### config.mk
export PLATFORM = sky130hd
export DESIGN_NAME = clk_key_regs
export DESIGN_NICKNAME = d
export VERILOG_FILES = /design/src/rtl/clk_key_pkg.sv /design/src/rtl/clk_key_seq.sv /design/src/rtl/clk_key_rdmux.sv /design/src/rtl/clk_key_regs.sv
export SDC_FILE = /design/constraint.sdc
export NUM_CORES = 1
export LEC_CHECK = 0
export BUFFER_PORTS_ARGS = -buffer_cell sky130_fd_sc_hd__buf_2
export CAP_MARGIN = 15
export CORE_AREA = 4 4 68 70
export DETAILED_ROUTE_END_ITERATION = 12
export DIE_AREA = 0 0 72 74
export HOLD_SLACK_MARGIN = 0.06
export PLACE_DENSITY = 0.66
export SYNTH_ARGS = -nofsm -noshare
export SYNTH_HDL_FRONTEND = slang
export SYNTH_SLANG_ARGS = --single-unit
### constraint.sdc
create_clock -name clk_i -period 2.81 [get_ports clk_i]
set_input_delay 0.1405 -clock clk_i [delete_from_list [all_inputs] [get_ports clk_i]]
set_output_delay 0.1405 -clock clk_i [all_outputs]
set_load 0.1 [all_outputs]
### src/rtl/clk_key_pkg.sv
package clk_key_pkg;
  localparam int BUS_W  = 32;
  localparam int ADDR_W = 4;
  localparam int REG_W  = 8;
  localparam int N_REG  = 2;

  // register index; data word at 2*idx, key word at 2*idx+1
  localparam int IDX_MODE = 0;
  localparam int IDX_PWR  = 1;

  localparam logic [BUS_W-1:0] MODE_PRE  = 32'h0000_00AA;
  localparam logic [BUS_W-1:0] MODE_POST = 32'h0000_0055;
  localparam logic [BUS_W-1:0] PWR_PRE   = 32'h0000_0001;
  localparam logic [BUS_W-1:0] PWR_POST  = 32'h0000_00F4;

  localparam logic [REG_W-1:0] MODE_MASK = 8'h03;
  localparam logic [REG_W-1:0] PWR_MASK  = 8'h77;

  typedef enum logic [1:0] {
    SEQ_IDLE   = 2'd0,
    SEQ_ARMED  = 2'd1,
    SEQ_STAGED = 2'd2
  } seq_state_e;

  function automatic logic [BUS_W-1:0] pre_key(input int idx);
    return (idx == IDX_MODE) ? MODE_PRE : PWR_PRE;
  endfunction

  function automatic logic [BUS_W-1:0] post_key(input int idx);
    return (idx == IDX_MODE) ? MODE_POST : PWR_POST;
  endfunction

  function automatic logic [REG_W-1:0] wr_mask(input int idx);
    return (idx == IDX_MODE) ? MODE_MASK : PWR_MASK;
  endfunction

  function automatic logic [ADDR_W-1:0] data_addr(input int idx);
    return ADDR_W'(2 * idx);
  endfunction

  function automatic logic [ADDR_W-1:0] key_addr(input int idx);
    return ADDR_W'(2 * idx + 1);
  endfunction
endpackage

### src/rtl/clk_key_seq.sv
module clk_key_seq
  import clk_key_pkg::*;
#(
  parameter int               BUS_W_P   = 32,
  parameter int               ADDR_W_P  = 4,
  parameter int               REG_W_P   = 8,
  parameter logic [BUS_W_P-1:0]  PRE_KEY   = '0,
  parameter logic [BUS_W_P-1:0]  POST_KEY  = '0,
  parameter logic [ADDR_W_P-1:0] KEY_ADDR  = '0,
  parameter logic [ADDR_W_P-1:0] DATA_ADDR = '0,
  parameter logic [REG_W_P-1:0]  MASK      = '1,
  parameter logic [REG_W_P-1:0]  RST_VAL   = '0
) (
  input  logic                clk_i,
  input  logic                rst_ni,
  input  logic                req_i,
  input  logic                we_i,
  input  logic [ADDR_W_P-1:0] addr_i,
  input  logic [BUS_W_P-1:0]  wdata_i,
  output logic [REG_W_P-1:0]  live_o,
  output logic                commit_o
);
  seq_state_e         state_q, state_d;
  logic [REG_W_P-1:0] shadow_q;
  logic               wr, hit_pre, hit_data, hit_post;
  logic               stage_en, commit_en;

  assign wr       = req_i & we_i;
  assign hit_pre  = wr && (addr_i == KEY_ADDR) && (wdata_i == PRE_KEY);
  assign hit_data = wr && (addr_i == DATA_ADDR);
  assign hit_post = wr && (addr_i == KEY_ADDR) && (wdata_i == POST_KEY);

  // any access that is not the expected next step drops back to idle
  always_comb begin
    state_d   = state_q;
    stage_en  = 1'b0;
    commit_en = 1'b0;
    unique case (state_q)
      SEQ_IDLE: begin
        if (hit_pre) state_d = SEQ_ARMED;
      end
      SEQ_ARMED: begin
        if (req_i) begin
          if (hit_data) begin
            state_d  = SEQ_STAGED;
            stage_en = 1'b1;
          end else begin
            state_d = SEQ_IDLE;
          end
        end
      end
      SEQ_STAGED: begin
        if (req_i) begin
          state_d   = SEQ_IDLE;
          commit_en = hit_post;
        end
      end
      default: state_d = SEQ_IDLE;
    endcase
  end

  always_ff @(posedge clk_i or negedge rst_ni) begin
    if (!rst_ni) begin
      state_q  <= SEQ_IDLE;
      shadow_q <= RST_VAL;
      live_o   <= RST_VAL;
      commit_o <= 1'b0;
    end else begin
      state_q  <= state_d;
      commit_o <= commit_en;
      if (stage_en)  shadow_q <= wdata_i[REG_W_P-1:0] & MASK;
      if (commit_en) live_o   <= shadow_q;
    end
  end
endmodule

### src/rtl/clk_key_rdmux.sv
module clk_key_rdmux
  import clk_key_pkg::*;
#(
  parameter int BUS_W_P  = 32,
  parameter int ADDR_W_P = 4,
  parameter int REG_W_P  = 8,
  parameter int N_REG_P  = 2
) (
  input  logic                req_i,
  input  logic                we_i,
  input  logic [ADDR_W_P-1:0] addr_i,
  input  logic [REG_W_P-1:0]  live_i [N_REG_P],
  output logic [BUS_W_P-1:0]  rdata_o
);
  always_comb begin
    rdata_o = '0;
    if (req_i && !we_i) begin
      for (int i = 0; i < N_REG_P; i++) begin
        if (addr_i == ADDR_W_P'(2 * i)) rdata_o[REG_W_P-1:0] = live_i[i];
      end
    end
  end
endmodule

### src/rtl/clk_key_regs.sv
module clk_key_regs
  import clk_key_pkg::*;
(
  input  logic              clk_i,
  input  logic              rst_ni,
  input  logic              req_i,
  input  logic              we_i,
  input  logic [ADDR_W-1:0] addr_i,
  input  logic [BUS_W-1:0]  wdata_i,
  output logic [BUS_W-1:0]  rdata_o,
  output logic [1:0]        clk_src_o,
  output logic [2:0]        core_div_o,
  output logic [2:0]        pd_mode_o,
  output logic              mode_commit_o,
  output logic              pwr_commit_o
);
  logic [REG_W-1:0] live [N_REG];
  logic [N_REG-1:0] commit;

  for (genvar g = 0; g < N_REG; g++) begin : g_reg
    clk_key_seq #(
      .BUS_W_P  (BUS_W),
      .ADDR_W_P (ADDR_W),
      .REG_W_P  (REG_W),
      .PRE_KEY  (pre_key(g)),
      .POST_KEY (post_key(g)),
      .KEY_ADDR (key_addr(g)),
      .DATA_ADDR(data_addr(g)),
      .MASK     (wr_mask(g)),
      .RST_VAL  ('0)
    ) seq_i (
      .clk_i   (clk_i),
      .rst_ni  (rst_ni),
      .req_i   (req_i),
      .we_i    (we_i),
      .addr_i  (addr_i),
      .wdata_i (wdata_i),
      .live_o  (live[g]),
      .commit_o(commit[g])
    );
  end

  clk_key_rdmux #(
    .BUS_W_P (BUS_W),
    .ADDR_W_P(ADDR_W),
    .REG_W_P (REG_W),
    .N_REG_P (N_REG)
  ) rdmux_i (
    .req_i  (req_i),
    .we_i   (we_i),
    .addr_i (addr_i),
    .live_i (live),
    .rdata_o(rdata_o)
  );

  assign clk_src_o     = live[IDX_MODE][1:0];
  assign core_div_o    = live[IDX_PWR][2:0];
  assign pd_mode_o     = live[IDX_PWR][6:4];
  assign mode_commit_o = commit[IDX_MODE];
  assign pwr_commit_o  = commit[IDX_PWR];
endmodule

==> results of run 1 <==
[metrics by stage]
step	cell area [um^2]	setup slack [ns]	cells
after detailed placement	1610	0.485	229
after global routing	1680	0.408	234
after global placement	1610	0.523	229
after CTS	1680	0.481	234
after floorplan	1470	0.301	150
final	1680	0.500	234
[final cells by class]
cell class | count | area [um^2] | share of cell area
Clock buffer | 4 | 55.1 | 0.0328
Timing Repair Buffer | 57 | 293 | 0.175
Tap cell | 50 | 62.6 | 0.0373
Multi-Input combinational cell | 101 | 716 | 0.427
Sequential cell | 22 | 551 | 0.328
[cell usage in the layout (no fill, tap or decap), drive strengths merged]
| cell | n |
|---|---|
| buf | 56 |
| conb | 26 |
| dfrtp | 22 |
| mux2 | 16 |
| nor3 | 7 |
| nand2b | 5 |
| nand4 | 5 |
| or4 | 5 |
| nor4b | 4 |
| nor2 | 4 |
| and3 | 4 |
| clkbuf | 4 |
| nor2b | 3 |
| or4b | 3 |
| or3 | 3 |
| nor4 | 3 |
| mux2i | 2 |
| nand2 | 2 |
| a21oi | 2 |
| o21ai | 2 |
| nor4bb | 1 |
| and4 | 1 |
| nand3 | 1 |
| or2 | 1 |
| nand3b | 1 |
| dlygate4sd3 | 1 |
[power by group]
group	switching, mW	internal (mW)
logic	0.180	0.0282
clock network	0.0993	0.125
registers	0.00000000000140	0.316
[registers in the layout, summed over array words and instances, names as in the netlist]
register and count:
g.seq_i.live_o 8, g.seq_i.shadow_q 8, g.seq_i.commit_o 2, g.seq_i.state_q 4
[layer usage]
metal  wire length [um]  part of all wire  GRT usage  vias up
li1                   -                 -          -      528
met1               1360              0.42      0.165      527
met2               1560              0.48      0.208       54
met3                329              0.10     0.0365        2
met4                 14            0.0043     0.0251        0
met5                  0                 0          0        -
[worst min-delay path by stage]
stage	slack [ns]	startpoint	depth (start not counted)	endpoint
2_1_floorplan	-0.16	rst_ni	0	g_reg[0].seq_i.commit_o$_DFF_PN0_
3_3_place_gp	0.13	rst_ni	1	g_reg[1].seq_i.shadow_q[5]$_DFFE_PN0P_
3_5_place_dp	0.13	rst_ni	1	g_reg[1].seq_i.shadow_q[5]$_DFFE_PN0P_
4_1_cts	0.13	wdata_i[4]	2	g_reg[1].seq_i.shadow_q[4]$_DFFE_PN0P_
5_1_grt	0.14	wdata_i[2]	2	g_reg[1].seq_i.shadow_q[2]$_DFFE_PN0P_
6_report	0.14	wdata_i[4]	2	g_reg[1].seq_i.shadow_q[4]$_DFFE_PN0P_
[logic make-up (layout without fill, tap and decap cells)]
logic type / after synthesis / count (layout) / synth area share
AO/OA/AOI/OAI: 4 / 4 / 0.0146
AND/OR/NAND/NOR: 53 / 53 / 0.274
other: 1 / 26 / 0.00273
buffers and inverters: 27 / 61 / 0.145
flip-flops: 22 / 22 / 0.401
multiplexers: 18 / 18 / 0.162
[worst reg2reg max path, cell delays in order, from the launching register on]
cell and delay [ns]:
sky130_fd_sc_hd__dfrtp_1 0.40, sky130_fd_sc_hd__nand2b_1 0.15, sky130_fd_sc_hd__or4b_2 0.66, sky130_fd_sc_hd__nor4_4 0.63, sky130_fd_sc_hd__mux2_4 0.35
[timing repair]
action                    4_1_cts  5_1_grt
hold buffers                    1        0
gates resized for setup         0        0
hold endpoints to repair       22        0
==> results.md, run 1 <==
Clock network:
- The setup fix buffers added after clock tree synthesis is 0.
- The worst-case clock buffer depth is 2.
- At the later pin of the worst-skew pair, clock insertion delay measures 0.26 ns.
- After clock tree synthesis, the clock-pin slew on the worst setup and hold paths is 0.08 ns.
- CTS built an H-tree with a depth of 1.
- The cell chosen for the clock root is sky130_fd_sc_hd__clkbuf_8.
- The CTS buffer count is 3.
- TritonCTS built the clock tree.
- The number of clock sinks is 22.

Floorplanning:
- The standard cell core area is 0.00397 mm^2.
- The die width is 72 um.
- The number of primary I/O pins is 82.
- The die covers 0.00533 mm^2.
- The die is 74 um tall.
- The initial utilization of the core area, before any placement, comes to 0.345.
- The placement row count is 23.

STA:
- Of the available clock period, the critical path in the final layout requires 0.822.
- The post-layout minimum cycle time is 2.31 ns.
- The clock skew is 0.00162 ns.
- Setup violations remaining at the end of the flow were counted as 0.
- Static timing analysis puts the maximum clock frequency at 433 MHz.
- The worst slew margin relative to its limit is 0.570.
- The final hold slack is 0.138 ns.
- The transition at the pin with the smallest max-transition slack is 0.641 ns.
- After routing, the total negative slack on setup checks comes to 0 ns.
- The final hold violation count is 0.
- The number of max-slew violations in the final report came to 0.
- Setup repair after global routing left no endpoint under its margin.

Status:
- The flow ran to the end, and the final reports show no timing, DRC or antenna violations.

Critical path:
- The largest driver fanout on the critical path is 6.
- The maximum cell stage delay along the critical path is 0.66 ns.
- The worst setup path is launched from a register.
- The destination of the critical timing path is g_reg[1].seq_i.live_o[6]$_DFFE_PN0P_.
- The cell depth of the worst setup path is 4.
- The count of buffering cells on the critical path with inverters included is 0.
- The worst endpoint data arrival time is 2.46 ns.
- The dominant delay contributor by cell family on the critical path is simple AND/OR/NAND/NOR gates.
- Walking the worst path, the cells encountered are nand2b_1 > or4b_2 > nor4_4 > mux2_4.
- Data on the critical path is required at its endpoint by 2.96 ns.
- The origin of the worst setup path is g_reg[1].seq_i.state_q[0]$_DFFE_PN0P_.
- The worst register-to-register path begins at g_reg[1].seq_i.state_q[0]$_DFFE_PN0P_.
- On the critical path, the stage with the largest delay is an instance of sky130_fd_sc_hd__or4b_2.
- The endpoint identified for the worst register-to-register timing path is g_reg[1].seq_i.live_o[6]$_DFFE_PN0P_.
- The worst register-to-register path has a depth of 4.
- The nature of the critical path endpoint is a register.
- The setup check on the worst reg-to-reg path leaves a slack of 0.50 ns.
- The setup path with the least slack is of type reg -> reg.

Routing:
- The mean routed wirelength per cell is 13.9 um.
- The average via count per standard cell is 4.75.
- The number of design-rule violations left by the first detailed-router iteration is 16.
- The detailed router placed 1111 vias in this run.
- The count of unresolved DRC violations after routing is 0.
- The number of iterations in the first detailed-routing pass is 4.
- The number of nets with antenna violations after routing is 0.
- The detailed-route wire length is 3260 um.

Synth:
- The primary flip-flop cell chosen by synthesis mapping is sky130_fd_sc_hd__dfrtp_1.
- In this run the cell area of the synthesized design comes to 0.00137 mm^2.
- The unique cell type count in the Yosys netlist is 31.
- Among all cell types in the netlist, the one instantiated most often is sky130_fd_sc_hd__buf_4.
- In the synthesized netlist, the cells that appear most often are sky130_fd_sc_hd__buf_4 (26), sky130_fd_sc_hd__dfrtp_1 (22), sky130_fd_sc_hd__mux2_2 (10).
- The number of warning messages in the yosys log is 0.
- Of the synthesized area, sequential elements account for 0.401.
- By area the synthesized netlist is led by sky130_fd_sc_hd__dfrtp_1 (40%), sky130_fd_sc_hd__buf_4 (14%), sky130_fd_sc_hd__mux2_2 (8.2%).
- The synthesized netlist cell count is 125.
- Of the post-synthesis cell area, the dominant cell type holds 0.401.
- The proportion of register bits with asynchronous set or reset after synthesis is 1.00.
- Counting flops with a built-in enable in the synthesized netlist gives 0.
- The flop and latch count out of synthesis is 22.
- The average cell area after synthesis is 11.0 um^2.
- The biggest area consumer among synthesized cells is sky130_fd_sc_hd__dfrtp_1.

Finish:
- The layout cell share with drive strength beyond 1 is 0.451.
- The final standard cell utilization of the core is 0.422.
- The repair_antennas step left the layout with diodes totalling 0.
- After the last flow step, the layout net total stands at 225.
- The fill cell instance count of the final layout is 394.
- From synthesis to final layout, the design area changed by 22.3%.

Global route:
- The number of global-route vias before repair came to 1059.
- The number of antenna violations at the first check in global routing is 0.
- The global-route congestion overflow total is 0.
- The first global-routing pass estimated 5160 um of wire.
- The maximum number of pins on one net before global-route repair is 23.
- The global routing usage summed across all routing layers is 0.126.

Pwr:
- The total power density per cell area is 447 mW/mm^2.
- The peak supply drop is 0.285 mV.
- The analysis attributes to cell leakage a power of 0.883 nW.
- The total power after layout is 0.749 mW.

Placement:
- Detailed placement finished with a half-perimeter wire length of 2700 um.
- In this run the tool buffered the top-level ports with 55 buffer cells.
- The weighted congestion reported at the end of routability-driven placement is 0.789.

Min path:
- The type of the worst min-delay path is in -> reg.

Job:
- Max-cap violations in this run came to 0.
No activity file was read; power rests on OpenSTA's default activity.
==> run 2: changes to the inputs <==
==> constraint.sdc (replaced) <==
create_clock -name clk_i -period 2.39 [get_ports clk_i]
set_input_delay 0.1195 -clock clk_i [delete_from_list [all_inputs] [get_ports clk_i]]
set_output_delay 0.1195 -clock clk_i [all_outputs]
set_load 0.1 [all_outputs]
==> results.md, run 2 (synthesis results as in run 1) <==
Status:
- The run finished with clean final reports.

Pwr:
- The total power after layout came to 0.842 mW (+12%).
- The total power density per cell area is 500 mW/mm^2 (+12%).
- The peak supply drop is 0.218 mV (-24%).
- The cell leakage power is 0.885 nW (+0.26%).

Routing:
- The number of iterations in the first detailed-routing pass is 4 (unchanged).
- The detailed-route wire length came to 3320 um (+1.8%).
- The average via count per standard cell is 4.67 (-1.6%).
- The via total after detailed routing was 1098 (-1.2%).
- The number of design-rule violations left by the first detailed-router iteration came to 24 (+8).
- The number of nets with antenna violations after routing came to 0 (unchanged).
- The count of unresolved DRC violations after routing came to 0 (unchanged).
- The mean routed wirelength per cell is 14.1 um (+1.3%).

STA:
- Setup repair after global routing left no endpoint under its margin.
- The number of max-slew violations in the final report is 0 (unchanged).
- The least setup slack across all paths after layout was 0.247 ns (-0.253 ns).
- The achievable clock frequency was 467 MHz (+7.8%).
- The clock skew is 0.00244 ns (+0.000819 ns).
- The post-layout minimum cycle time is 2.14 ns (-0.167 ns).
- The number of setup violations in the final report is 0 (unchanged).
- The final period utilization was 0.897 (+0.0746).
- The final hold slack is 0.126 ns (-0.0113 ns).
- The final hold violation count is 0 (unchanged).
- The setup TNS after final layout is 0 ns (unchanged).

Finish:
- The final standard cell utilization of the core is 0.424 (+0.00158).
- The largest registers in the layout are g.seq_i.live_o x8, g.seq_i.shadow_q x8, g.seq_i.state_q x4.
- The antenna diode count is 0 (unchanged).
- The number of cells in the finished layout apart from fillers is 235 (+0.43%).
- The final standard cell area without fillers came to 0.00168 mm^2 (+0.37%).
- The growth of design area from synthesis to finish is 22.7%.
- The most common cell after layout, fill and taps aside is sky130_fd_sc_hd__buf_2.
- The multi-input combinational cell area is 721 um^2 (+0.70%).
- The post-layout net count is 227 (+0.89%).
- The fill cell instance count of the final layout came to 404 (+2.5%).
- In the layout the commonest cells are sky130_fd_sc_hd__buf_2 (55), sky130_fd_sc_hd__conb_1 (26), sky130_fd_sc_hd__dfrtp_1 (22), sky130_fd_sc_hd__mux2_2 (10), sky130_fd_sc_hd__nor3_1 (7).
- The sequential standard cell area was 551 um^2 (unchanged).
- The layout cell share with drive strength beyond 1 is 0.465 (+0.0138).

Clock network:
- The CTS buffer count is 3 (unchanged).
- The worst-case clock buffer depth is 2 (unchanged).
- The number of clock sinks is 22 (unchanged).
- The setup fix buffers added after clock tree synthesis was 0 (unchanged).
- The clock-pin slew of the registers on the worst-case setup and hold paths came to 0.07 ns (about the same).
- The CTS tree is yes.
- The cell chosen for the clock root is sky130_fd_sc_hd__clkbuf_8.
- The clock latency of the later-clocked register in the worst-skew pair was 0.26 ns (about the same).
- The number of levels in the clock H-tree is 1 (unchanged).

Floorplanning:
- The total die area is 0.00533 mm^2 (unchanged).
- The vertical die dimension is 74 um (unchanged).
- The die width came to 72 um (unchanged).
- The number of primary I/O pins is 82 (unchanged).
- The standard cell core area is 0.00397 mm^2 (unchanged).
- The placement row count is 23 (unchanged).
- The effective utilization at floorplan is 0.345 (unchanged).

Critical path:
- The slack of the worst reg-to-reg path is 0.25 ns (-0.25 ns).
- The kind of critical path is reg -> reg.
- The largest driver fanout on the critical path is 6 (unchanged).
- The worst endpoint data arrival time is 2.29 ns (-0.17 ns).
- The type of origin of the critical path is a register.
- The worst setup path is captured at a register.
- The data required time of the worst path is 2.53 ns (-0.43 ns).

Placement:
- The number of cells after detailed placement came to 231 (+0.87%).
- The weighted congestion reported at the end of routability-driven placement is 0.774 (-1.9%).
- The number of input and output port buffers inserted is 55 (unchanged).
- The pre-CTS setup slack is 0.197 ns (-0.287 ns).
- The placed cell area came to 0.00163 mm^2 (+1.2%).
- The estimated wirelength of the detail-placed design is 2770 um (+2.5%).

Job:
- The max capacitance violation total came to 0 (unchanged).

Global route:
- The number of global-route vias before repair was 1125 (+6.2%).
- The global-route congestion overflow total came to 0 (unchanged).
- The global routing usage summed across all routing layers is 0.124 (-0.00175).
- The wire length of the first global-routing pass was 5200 um (+0.66%).
- The number of antenna violations at the first check in global routing came to 0 (unchanged).
- The maximum number of pins on one net before global-route repair is 23 (unchanged).

Min path:
- The type of the worst min-delay path is in -> reg.
-- run 2: layer usage --
metal / routed length [um] / track usage / up-vias
met3: 320 / 0.0297 / 0
met4: 0 / 0.0271 / 0
met1: 1470 / 0.163 / 510
met2: 1520 / 0.208 / 55
li1: - / - / 533
met5: 0 / 0 / -
-- run 2: power breakdown --
group | switching, mW | total [mW] | internal (mW)
Sequential | 0.00000000000152 | 0.372 | 0.372
Clock | 0.113 | 0.225 | 0.112
Combinational | 0.212 | 0.245 | 0.0332
-- run 2: timing repair --
action                    in CTS  in global routing
gates resized for setup        0                  0
hold endpoints to repair      22                  0
hold buffers                   1                  0
-- run 2: critical path, stage by stage, from the launching register on --
cell,delay [ns]
sky130_fd_sc_hd__dfrtp_1,0.40
sky130_fd_sc_hd__nand2b_1,0.16
sky130_fd_sc_hd__or4b_2,0.67
sky130_fd_sc_hd__nor4_4,0.27
sky130_fd_sc_hd__buf_4,0.22
sky130_fd_sc_hd__mux2_4,0.31
-- run 2: layout make-up --
class                   count  share of cell area
multi-input cells         101               0.428
well taps                  50              0.0372
repair buffers             59               0.183
clock buffers               3              0.0245
flip-flops and latches     22               0.327
-- run 2: path summary, 6_finish.rpt --
kind | start | end | depth (start not counted)
worst min-delay path | wdata_i[2] | g_reg[1].seq_i.shadow_q[2]$_DFFE_PN0P_ | 2
worst min register to register | g_reg[1].seq_i.state_q[1]$_DFFE_PN0P_ | g_reg[1].seq_i.state_q[0]$_DFFE_PN0P_ | 1
min in group asynchronous | rst_ni | g_reg[1].seq_i.shadow_q[1]$_DFFE_PN0P_ | 2
worst max-delay path | g_reg[1].seq_i.state_q[0]$_DFFE_PN0P_ | g_reg[1].seq_i.live_o[4]$_DFFE_PN0P_ | 5
worst max register to register | g_reg[1].seq_i.state_q[0]$_DFFE_PN0P_ | g_reg[1].seq_i.live_o[4]$_DFFE_PN0P_ | 5
max in group asynchronous | rst_ni | g_reg[0].seq_i.live_o[0]$_DFFE_PN0P_ | 2
